--- src/rtl/pes_pkg.sv ---
`timescale 1ns/1ps
package pes_pkg;
  localparam int CFG_AW = 4;
  localparam int N_EVT  = 4;
  // event slots, also the order of time/mask registers
  localparam int EV_S1 = 0;
  localparam int EV_E1 = 1;
  localparam int EV_S2 = 2;
  localparam int EV_E2 = 3;
  // register map
  localparam int A_PRE       = 0;
  localparam int A_PER       = 1;
  localparam int A_TIME_BASE = 2;
  localparam int A_MASK_BASE = A_TIME_BASE + N_EVT;
endpackage

--- src/rtl/pes_cfg_regs.sv ---
`timescale 1ns/1ps
module pes_cfg_regs
  import pes_pkg::*;
#(
  parameter int PRE_W    = 16,
  parameter int PER_W    = 16,
  parameter int OFS_W    = 24,
  parameter int N_PERIPH = 8
) (
  input  logic                             clk_i,
  input  logic                             rst_ni,
  input  logic                             load_i,
  input  logic                             we_i,
  input  logic [CFG_AW-1:0]                addr_i,
  input  logic [OFS_W-1:0]                 wdata_i,
  output logic [PRE_W-1:0]                 pre_o,
  output logic [PER_W-1:0]                 per_o,
  output logic [N_EVT-1:0][OFS_W-1:0]      time_o,
  output logic [N_EVT-1:0][N_PERIPH-1:0]   mask_o
);
  logic [PRE_W-1:0]               sh_pre;
  logic [PER_W-1:0]               sh_per;
  logic [N_EVT-1:0][OFS_W-1:0]    sh_time;
  logic [N_EVT-1:0][N_PERIPH-1:0] sh_mask;

  // staging copy, written by software
  always_ff @(posedge clk_i or negedge rst_ni) begin
    if (!rst_ni) begin
      sh_pre  <= '0;
      sh_per  <= '0;
      sh_time <= '0;
      sh_mask <= '0;
    end else if (we_i) begin
      if (addr_i == CFG_AW'(A_PRE)) sh_pre <= wdata_i[PRE_W-1:0];
      if (addr_i == CFG_AW'(A_PER)) sh_per <= wdata_i[PER_W-1:0];
      for (int e = 0; e < N_EVT; e++) begin
        if (addr_i == CFG_AW'(A_TIME_BASE + e)) sh_time[e] <= wdata_i;
        if (addr_i == CFG_AW'(A_MASK_BASE + e)) sh_mask[e] <= wdata_i[N_PERIPH-1:0];
      end
    end
  end

  // active copy, updated at period wrap or while idle
  always_ff @(posedge clk_i or negedge rst_ni) begin
    if (!rst_ni) begin
      pre_o  <= '0;
      per_o  <= '0;
      time_o <= '0;
      mask_o <= '0;
    end else if (load_i) begin
      pre_o  <= sh_pre;
      per_o  <= sh_per;
      time_o <= sh_time;
      mask_o <= sh_mask;
    end
  end
endmodule

--- src/rtl/pes_period_tmr.sv ---
`timescale 1ns/1ps
module pes_period_tmr #(
  parameter int PRE_W = 16,
  parameter int PER_W = 16,
  parameter int OFS_W = 24
) (
  input  logic             clk_i,
  input  logic             rst_ni,
  input  logic             en_i,
  input  logic [PRE_W-1:0] prescale_i,
  input  logic [PER_W-1:0] period_i,
  input  logic [OFS_W-1:0] s1_time_i,
  output logic [PRE_W-1:0] pre_cnt_o,
  output logic [PER_W-1:0] per_cnt_o,
  output logic             wrap_o,
  output logic             s1_hit_o
);
  logic tick;
  assign tick = (pre_cnt_o == prescale_i);

  always_ff @(posedge clk_i or negedge rst_ni) begin
    if (!rst_ni) begin
      pre_cnt_o <= '0;
      per_cnt_o <= '0;
    end else if (!en_i) begin
      pre_cnt_o <= '0;
      per_cnt_o <= '0;
    end else if (tick) begin
      pre_cnt_o <= '0;
      per_cnt_o <= (per_cnt_o == period_i) ? '0 : per_cnt_o + 1'b1;
    end else begin
      pre_cnt_o <= pre_cnt_o + 1'b1;
    end
  end

  assign wrap_o   = en_i && tick && (per_cnt_o == period_i);
  // one cycle per count value: first prescaler phase only
  assign s1_hit_o = en_i && (pre_cnt_o == '0) && (OFS_W'(per_cnt_o) == s1_time_i);
endmodule

--- src/rtl/pes_offset_tmr.sv ---
`timescale 1ns/1ps
module pes_offset_tmr #(
  parameter int OFS_W = 24
) (
  input  logic                  clk_i,
  input  logic                  rst_ni,
  input  logic                  en_i,
  input  logic                  s1_hit_i,
  input  logic [2:0][OFS_W-1:0] cmp_i,    // 0:E1 1:S2 2:E2
  output logic                  run_o,
  output logic [OFS_W-1:0]      cnt_o,
  output logic                  s1_fire_o,
  output logic [2:0]            hit_o
);
  for (genvar g = 0; g < 3; g++) begin : g_cmp
    assign hit_o[g] = run_o && (cnt_o == cmp_i[g]);
  end

  // start match dropped while a sequence is still running
  assign s1_fire_o = s1_hit_i && !run_o;

  always_ff @(posedge clk_i or negedge rst_ni) begin
    if (!rst_ni) begin
      run_o <= 1'b0;
      cnt_o <= '0;
    end else if (!en_i) begin
      run_o <= 1'b0;
      cnt_o <= '0;
    end else if (s1_fire_o) begin
      run_o <= 1'b1;
      cnt_o <= '0;
    end else if (run_o) begin
      if (hit_o[2]) begin
        run_o <= 1'b0;
        cnt_o <= '0;
      end else begin
        cnt_o <= cnt_o + 1'b1;
      end
    end
  end
endmodule

--- src/rtl/pwr_evt_sched.sv ---
`timescale 1ns/1ps
module pwr_evt_sched
  import pes_pkg::*;
#(
  parameter int PRE_W    = 16,
  parameter int PER_W    = 16,
  parameter int OFS_W    = 24,
  parameter int N_PERIPH = 8,
  parameter int ADCD_BIT = 7
) (
  input  logic                clk_i,
  input  logic                rst_ni,
  input  logic                en_i,
  input  logic                cfg_we_i,
  input  logic [CFG_AW-1:0]   cfg_addr_i,
  input  logic [OFS_W-1:0]    cfg_wdata_i,
  output logic [N_PERIPH-1:0] periph_en_o,
  output logic                conv_trig_o
);
  logic [PRE_W-1:0]               act_pre;
  logic [PER_W-1:0]               act_per;
  logic [N_EVT-1:0][OFS_W-1:0]    act_time;
  logic [N_EVT-1:0][N_PERIPH-1:0] act_mask;
  logic [PRE_W-1:0]               pre_cnt;
  logic [PER_W-1:0]               per_cnt;
  logic                           per_wrap, s1_hit, cfg_load;
  logic                           ofs_run;
  logic [OFS_W-1:0]               ofs_cnt;
  logic                           s1_fire, e1_hit, s2_hit, e2_hit;
  logic [2:0]                     ofs_hit;
  logic [N_PERIPH-1:0]            set_m, clr_m;

  assign cfg_load = per_wrap || !en_i;

  pes_cfg_regs #(
    .PRE_W(PRE_W), .PER_W(PER_W), .OFS_W(OFS_W), .N_PERIPH(N_PERIPH)
  ) u_cfg (
    .clk_i, .rst_ni,
    .load_i (cfg_load),
    .we_i   (cfg_we_i),
    .addr_i (cfg_addr_i),
    .wdata_i(cfg_wdata_i),
    .pre_o  (act_pre),
    .per_o  (act_per),
    .time_o (act_time),
    .mask_o (act_mask)
  );

  pes_period_tmr #(
    .PRE_W(PRE_W), .PER_W(PER_W), .OFS_W(OFS_W)
  ) u_per (
    .clk_i, .rst_ni, .en_i,
    .prescale_i(act_pre),
    .period_i  (act_per),
    .s1_time_i (act_time[EV_S1]),
    .pre_cnt_o (pre_cnt),
    .per_cnt_o (per_cnt),
    .wrap_o    (per_wrap),
    .s1_hit_o  (s1_hit)
  );

  pes_offset_tmr #(
    .OFS_W(OFS_W)
  ) u_ofs (
    .clk_i, .rst_ni, .en_i,
    .s1_hit_i (s1_hit),
    .cmp_i    ({act_time[EV_E2], act_time[EV_S2], act_time[EV_E1]}),
    .run_o    (ofs_run),
    .cnt_o    (ofs_cnt),
    .s1_fire_o(s1_fire),
    .hit_o    (ofs_hit)
  );

  assign e1_hit = ofs_hit[0];
  assign s2_hit = ofs_hit[1];
  assign e2_hit = ofs_hit[2];

  assign set_m = ({N_PERIPH{s1_fire}} & act_mask[EV_S1])
               | ({N_PERIPH{s2_hit}}  & act_mask[EV_S2]);
  assign clr_m = ({N_PERIPH{e1_hit}}  & act_mask[EV_E1])
               | ({N_PERIPH{e2_hit}}  & act_mask[EV_E2]);

  // clear has priority over set
  always_ff @(posedge clk_i or negedge rst_ni) begin
    if (!rst_ni) begin
      periph_en_o <= '0;
      conv_trig_o <= 1'b0;
    end else if (!en_i) begin
      periph_en_o <= '0;
      conv_trig_o <= 1'b0;
    end else begin
      periph_en_o <= (periph_en_o | set_m) & ~clr_m;
      conv_trig_o <= set_m[ADCD_BIT];
    end
  end
endmodule

--- config.mk ---
export PLATFORM = sky130hd
export DESIGN_NAME = pwr_evt_sched
export DESIGN_NICKNAME = d
export VERILOG_FILES = /design/src/rtl/pes_pkg.sv /design/src/rtl/pes_cfg_regs.sv /design/src/rtl/pes_period_tmr.sv /design/src/rtl/pes_offset_tmr.sv /design/src/rtl/pwr_evt_sched.sv
export SDC_FILE = /design/constraint.sdc
export NUM_CORES = 1
export LEC_CHECK = 0
export BUFFER_PORTS_ARGS = -buffer_cell sky130_fd_sc_hd__buf_4
export CAP_MARGIN = 10
export CORE_MARGIN = 2
export CORE_UTILIZATION = 46
export CTS_BUF_LIST = sky130_fd_sc_hd__clkbuf_8
export DETAILED_ROUTE_END_ITERATION = 8
export HOLD_SLACK_MARGIN = 0.02
export SLEW_MARGIN = 20
export SYNTH_ARGS = -nofsm -noshare
export SYNTH_HDL_FRONTEND = slang
export SYNTH_HIERARCHICAL = 1
export SYNTH_SLANG_ARGS = --single-unit
--- constraint.sdc ---
create_clock -name clk_i -period 3.31 [get_ports clk_i]
set_input_delay 0.662 -clock clk_i [delete_from_list [all_inputs] [get_ports clk_i]]
set_output_delay 0.662 -clock clk_i [all_outputs]
set_load 0.005 [all_outputs]
; Word-level counts from Yosys, hierarchy flattened
; Cells that the tools add are included.
[word_totals]
out_inout_bits = 9
register_bits = 386
inputBits = 32
elab_cells = 93
[op_classes]
muxes = 15
bitwise_logic = 9
n_addsub = 3
n_reduce_logical = 23
n_eq_ne = 17
[op_table]
columns = operator, count
row1 = $mux 24, 4
row2 = $mux 16, 5
row3 = $eq 24x24->1, 3
row4 = $and 8x8->8, 5
row5 = $add 16x1->16 const B, 2
row6 = $eq 16x16->1, 2
row7 = $add 24x1->24 const B, 1
row8 = $eq 16x24->1, 1
row9 = $or 8x8->8, 3
row10 = $reduce_and 2->1, 10
row11 = $eq 4x3->1 const B, 4
row12 = $logic_not 16->1, 1
row13 = $eq 4x2->1 const B, 2
row14 = $eq 4x4->1 const B, 2
row15 = $logic_and 1x1->1, 8
row16 = $mux 8, 1
row17 = $not 8->8, 1
row18 = $mux 1, 5
row19 = $eq 4x1->1 const B, 1
row20 = $logic_not 4->1, 1
row21 = $ne 3x1->1 const B, 1
row22 = $logic_not 1->1, 2
row23 = $ne 2x1->1 const B, 1
row24 = $logic_or 1x1->1, 1

; Depth between registers and ports, before layout
[logic_depth]
depth_word = 9
ltp_mapped = 12
ltp_nobuf = 8

; Modules after synthesis
; Netlist, hierarchy kept.
[modules_own_cells]
columns = module, seq_area_each_um2, cells_per_inst, n_inst, area_per_inst_um2
row1 = pes_cfg_regs, 8007.7, 695, 1, 11999.0
row2 = pes_offset_tmr, 625.6, 278, 1, 2339.7
row3 = pes_period_tmr, 800.8, 266, 1, 2337.2
row4 = pwr_evt_sched, 225.2, 41, 1, 473.0

; Worst setup path before layout
; Ideal clock, no wire load.
[synth_timing]
path_type = reg2reg
from = reg u_per.pre_cnt_o[2]
to = reg u_cfg.per_o[0]
synth_period_minus_slack_ns = 2.868
stages_incl_launch_ff = 13
slack_ns = 0.442
t_required_ns = 3.185
arrival_ns = 2.743
setup_time_ns = 0.125
n_path_buf = 6
path_cell_list = dfrtp_1 -> buf_6 -> xor2_1 -> nor4_2 -> nand4_2 -> buf_6 -> clkbuf_1 -> nor3_1 -> nand2b_1 -> clkbuf_1 -> clkbuf_1 -> buf_2 -> mux2_2
[synth_via]
elab_chain_cells = 4
[synth_rtl]
columns = item, line_no
row1 = from (decl), pes_period_tmr.sv:13  ; output logic [PRE_W-1:0] pre_cnt_o,
row2 = from (signal assigned), pes_period_tmr.sv:32  ; pre_cnt_o <= pre_cnt_o + 1'b1;
row3 = $eq 16x16->1, pes_period_tmr.sv:19  ; assign tick = (pre_cnt_o == prescale_i);
row4 = $logic_and 1x1->1 (2 in series), pes_period_tmr.sv:36  ; assign wrap_o = en_i && tick && (per_cnt_o == period_i);
row5 = net per_wrap, pwr_evt_sched.sv:26  ; logic per_wrap, s1_hit, cfg_load;
row6 = $logic_or 1x1->1, pwr_evt_sched.sv:33  ; assign cfg_load = per_wrap || !en_i;
row7 = net cfg_load, pwr_evt_sched.sv:26
row8 = to (signal assigned), pes_cfg_regs.sv:52  ; per_o <= sh_per;
row9 = to (decl), pes_cfg_regs.sv:17  ; output logic [PER_W-1:0] per_o,
; The timed path passes the listed nets, and every way through them passes these cells.
; A chain may end at the register's enable or synchronous reset.

; Final worst setup path
[layout_timing]
from = reg u_per.pre_cnt_o[7]
to = reg u_cfg/time_o[42] (netlist bit)
[layout_via]
elab_chain_cells = 4
[layout_rtl]
columns = item, line_no
row1 = $eq 16x16->1, pes_period_tmr.sv:19
row2 = $logic_and 1x1->1 (2 in series), pes_period_tmr.sv:36
row3 = net per_wrap, pwr_evt_sched.sv:26
row4 = $logic_or 1x1->1, pwr_evt_sched.sv:33
row5 = net cfg_load, pwr_evt_sched.sv:26
row6 = to (signal assigned), pes_cfg_regs.sv:53  ; time_o <= sh_time;
row7 = to (decl), pes_cfg_regs.sv:18  ; output logic [N_EVT-1:0][OFS_W-1:0] time_o,
; The timed path passes the listed nets, and every way through them passes these cells.

==> results.md <==
- Status: finished, final reports clean
- Largest area contributor in the netlist: dfrtp_1
- Clk slew on worst S/H paths: 0.05 ns
- CTS Buf Count: 68
- Std-Cell Rows: 70
- Setup TNS: 0 ns
- Hold-fix buffers, CTS: 1
- Max VDD drop: 0.0003497 V
- DR vias: 10180
- Top FF cell, synth: dfrtp_1
- Placed cells: 1724
- Final std cells w/o fill: 1837
- Leak: 0.008636 uW
- Fraction of layout cells with a size suffix above 1: 36.08%
- Maxcap violations: 0
- Seq. cell area: 0.009659 mm^2
- Post_cts resized: 0
- Worst Setup End Kind: flip-flop
- Die area: 0.03884 mm^2
- DP HPWL: 24670 um
- Hold Crit Class: in2reg
- Antenna cells: 0
- Hold Fails Final Rpt: 0
- Fill count: 3194
- Die Wd: 197.1 um
- Antenna violations before repair: 2
- Cells after Synth: 1280
- Sequential fraction of the synthesis area: 56.33%
- Routed Antenna Nets: 0
- Fin crit share: 84.27%
- Mean Syn Cell Area: 13.40 um^2
- Hold Slack: 0.3351 ns
- Starting Density: 46.73%
- Fin nets: 1363
- Buffers on Ports: 40
- Commonest non-fill, non-tap cell in the layout: dfrtp_1
- Total Wirelength: 38680 um
- Grt ovf: 0
- First-pass GRT wire length: 61410 um
- Clk buf depth: 3
- Post-Syn Area: 0.01715 mm^2
- Period minus WS final: 2.789 ns
- Req. time, crit path: 3.79 ns
- Synth unique cells: 63
- Crit Path Max Fanout: 51
- Gpl congestion: 0.8533
- Final setup viols: 0
- # clock sinks: 386
- Top cell type's share of synthesized area: 56.33%
- Largest net degree at the start of global routing: 93
- Floorplan core area: 0.03670 mm^2
- Setup bufs post-CTS: 0
- Unrepaired setup endpoints after global routing: false
- Critical setup path kind: reg2reg
- Ports: 41
- Htree depth: 3
- Finished Cell Area: 0.01908 mm^2
- Area of the multi-input gates: 0.006957 mm^2
- Die H: 197.1 um
- Vias per std cell: 5.539
- Least-Margin Pin Slew: 1.040 ns
- P per Cell Area: 640.1 mW/mm^2
- Area after DPL: 0.01784 mm^2
- Post-synth ARST share: 100.0%
- Max Fclk: 358.5 MHz
- CP startpoint kind: flip-flop
- Vias in the first global route: 10590
- Layout area overhead: 11.25%
- YS warnings: 6
- Pwr Total: 12210 uW
- WP data arrival: 3.27 ns
- Largest cells by area after synthesis: dfrtp_1, mux2_2, xor2_1, xnor2_1, mux2_4
- Most frequent cells in the layout: dfrtp_1, mux2_2, xor2_1, clkbuf_8, buf_4
- # DRC: 0
- CTS tree: yes
- 1st-pass router iterations: 5
- Relative slew slack: 30.69%
- EDFF count, synth: 0
- Initial drt markers: 570
- All-Layer GR Usage: 20.73%
- Routed length per placed instance: 21.06 um
- Max-slew violation count: 0
- Post-synthesis net count: 1316
- Clock Skews: 0.02658 ns
- Clock latency at the later pin of the worst-skew pair: 0.60 ns
- Clk Tree Root Cell: clkbuf_8
- #FFs+latches synth: 386
==> worst paths after layout <==
check | startpoint | to | slack (ns) | cells after the start
min | cfg_wdata_i[22] | u_cfg/sh_time[70] | 0.34 | 2
max reg2reg | u_per/pre_cnt_o[7] | u_cfg/time_o[42] | 0.52 | 7
min reg2reg | u_cfg/sh_per[8] | u_cfg/per_o[8] | 0.49 | 1
min in group asynchronous | rst_ni | u_per/pre_cnt_o[8] | 0.59 | 2
max | u_per/pre_cnt_o[7] | u_cfg/time_o[42] | 0.52 | 7
max in group asynchronous | rst_ni | u_cfg/sh_mask[28] | 1.81 | 3
==> Yosys cell counts, types with 4 or more instances <==
cell type and n:
nand4_1 19, a221oi_1 6, mux2_2 294, o21ai_0 8, a22o_1 10, a221o_1 4
buf_4 8, nand3b_1 6, a21oi_1 20, mux2_1 6, ha_1 4, nand4b_1 4
inv_1 16, xnor2_1 52, mux2_4 20, dfrtp_1 386, or4b_1 4, clkbuf_1 21
buf_1 9, nand3_1 39, o22ai_1 6, nor2_1 31, nor4_2 6, nor3_1 14
nand2_1 53, or3_1 6, nor4_1 23, buf_2 37, and3_1 16, a31oi_1 6
buf_6 13, xor2_1 86
==> state kept, by name, indices dropped and copies added (netlist names) <==
register         flops
u_cfg/sh_pre        16
u_per/per_cnt_o     16
u_cfg/sh_time       96
u_cfg/sh_per        16
u_ofs/run_o          1
u_cfg/mask_o        32
conv_trig_o          1
periph_en_o          8
u_ofs/cnt_o         24
u_cfg/time_o        96
u_cfg/pre_o         16
u_per/pre_cnt_o     16
u_cfg/sh_mask       32
u_cfg/per_o         16
==> layer usage <==
layer  part of all wire, %  vias up  track usage [%]  wire length (um)
li1                      -     4620                -                 -
met1                    48     5258            29.88             18490
met2                    45      228            31.72             17570
met3                   4.6       69            4.217              1776
met4                   2.2        0            6.349               851
met5                     0        -                0                 0
==> worst max-delay path, stage by stage (launching register included) <==
cell and delay, ns:
dfrtp_1 0.48, xor2_1 0.21, nor4_2 0.51, nand4_2 0.21, nor3_1 0.20, nand2b_4 0.31
buf_12 0.33, mux2_2 0.38
==> cell families after synthesis <==
family	count (synthesis)	synth area share [%]
flip-flops	386	56.33
multiplexers	321	21.51
AND/OR/NAND/NOR	247	8.201
XOR/XNOR	139	7.143
buffers and inverters	105	3.312
AO/OA/AOI/OAI	78	3.218
adder cells (fa/ha/maj)	4	0.2919
==> through the flow <==
| step | util, % | setup WS (ns) |
|---|---|---|
| after floorplan | - | 0.4420 |
| after global placement | 48.62 | 0.4817 |
| after detailed placement | 48.62 | 0.4660 |
| after CTS | 51.99 | 0.4530 |
| after global routing | 51.99 | 0.4176 |
| final | 51.99 | 0.5207 |
==> report_power, final <==
part / switching, uW / internal [uW]
clock network: 1900 / 2130
registers: 626 / 5740
logic: 727 / 1090
total: 3250 / 8960
==> final cells by class <==
| type | instances | area share, % |
|---|---|---|
| clock inverters | 34 | 0.8067 |
| inverters | 17 | 0.3345 |
| multi-input cells | 789 | 36.46 |
| clock buffers | 78 | 5.627 |
| flip-flops and latches | 386 | 50.63 |
| repair buffers | 65 | 3.069 |
| well taps | 468 | 3.069 |
Power figures use the tool's default switching activity.
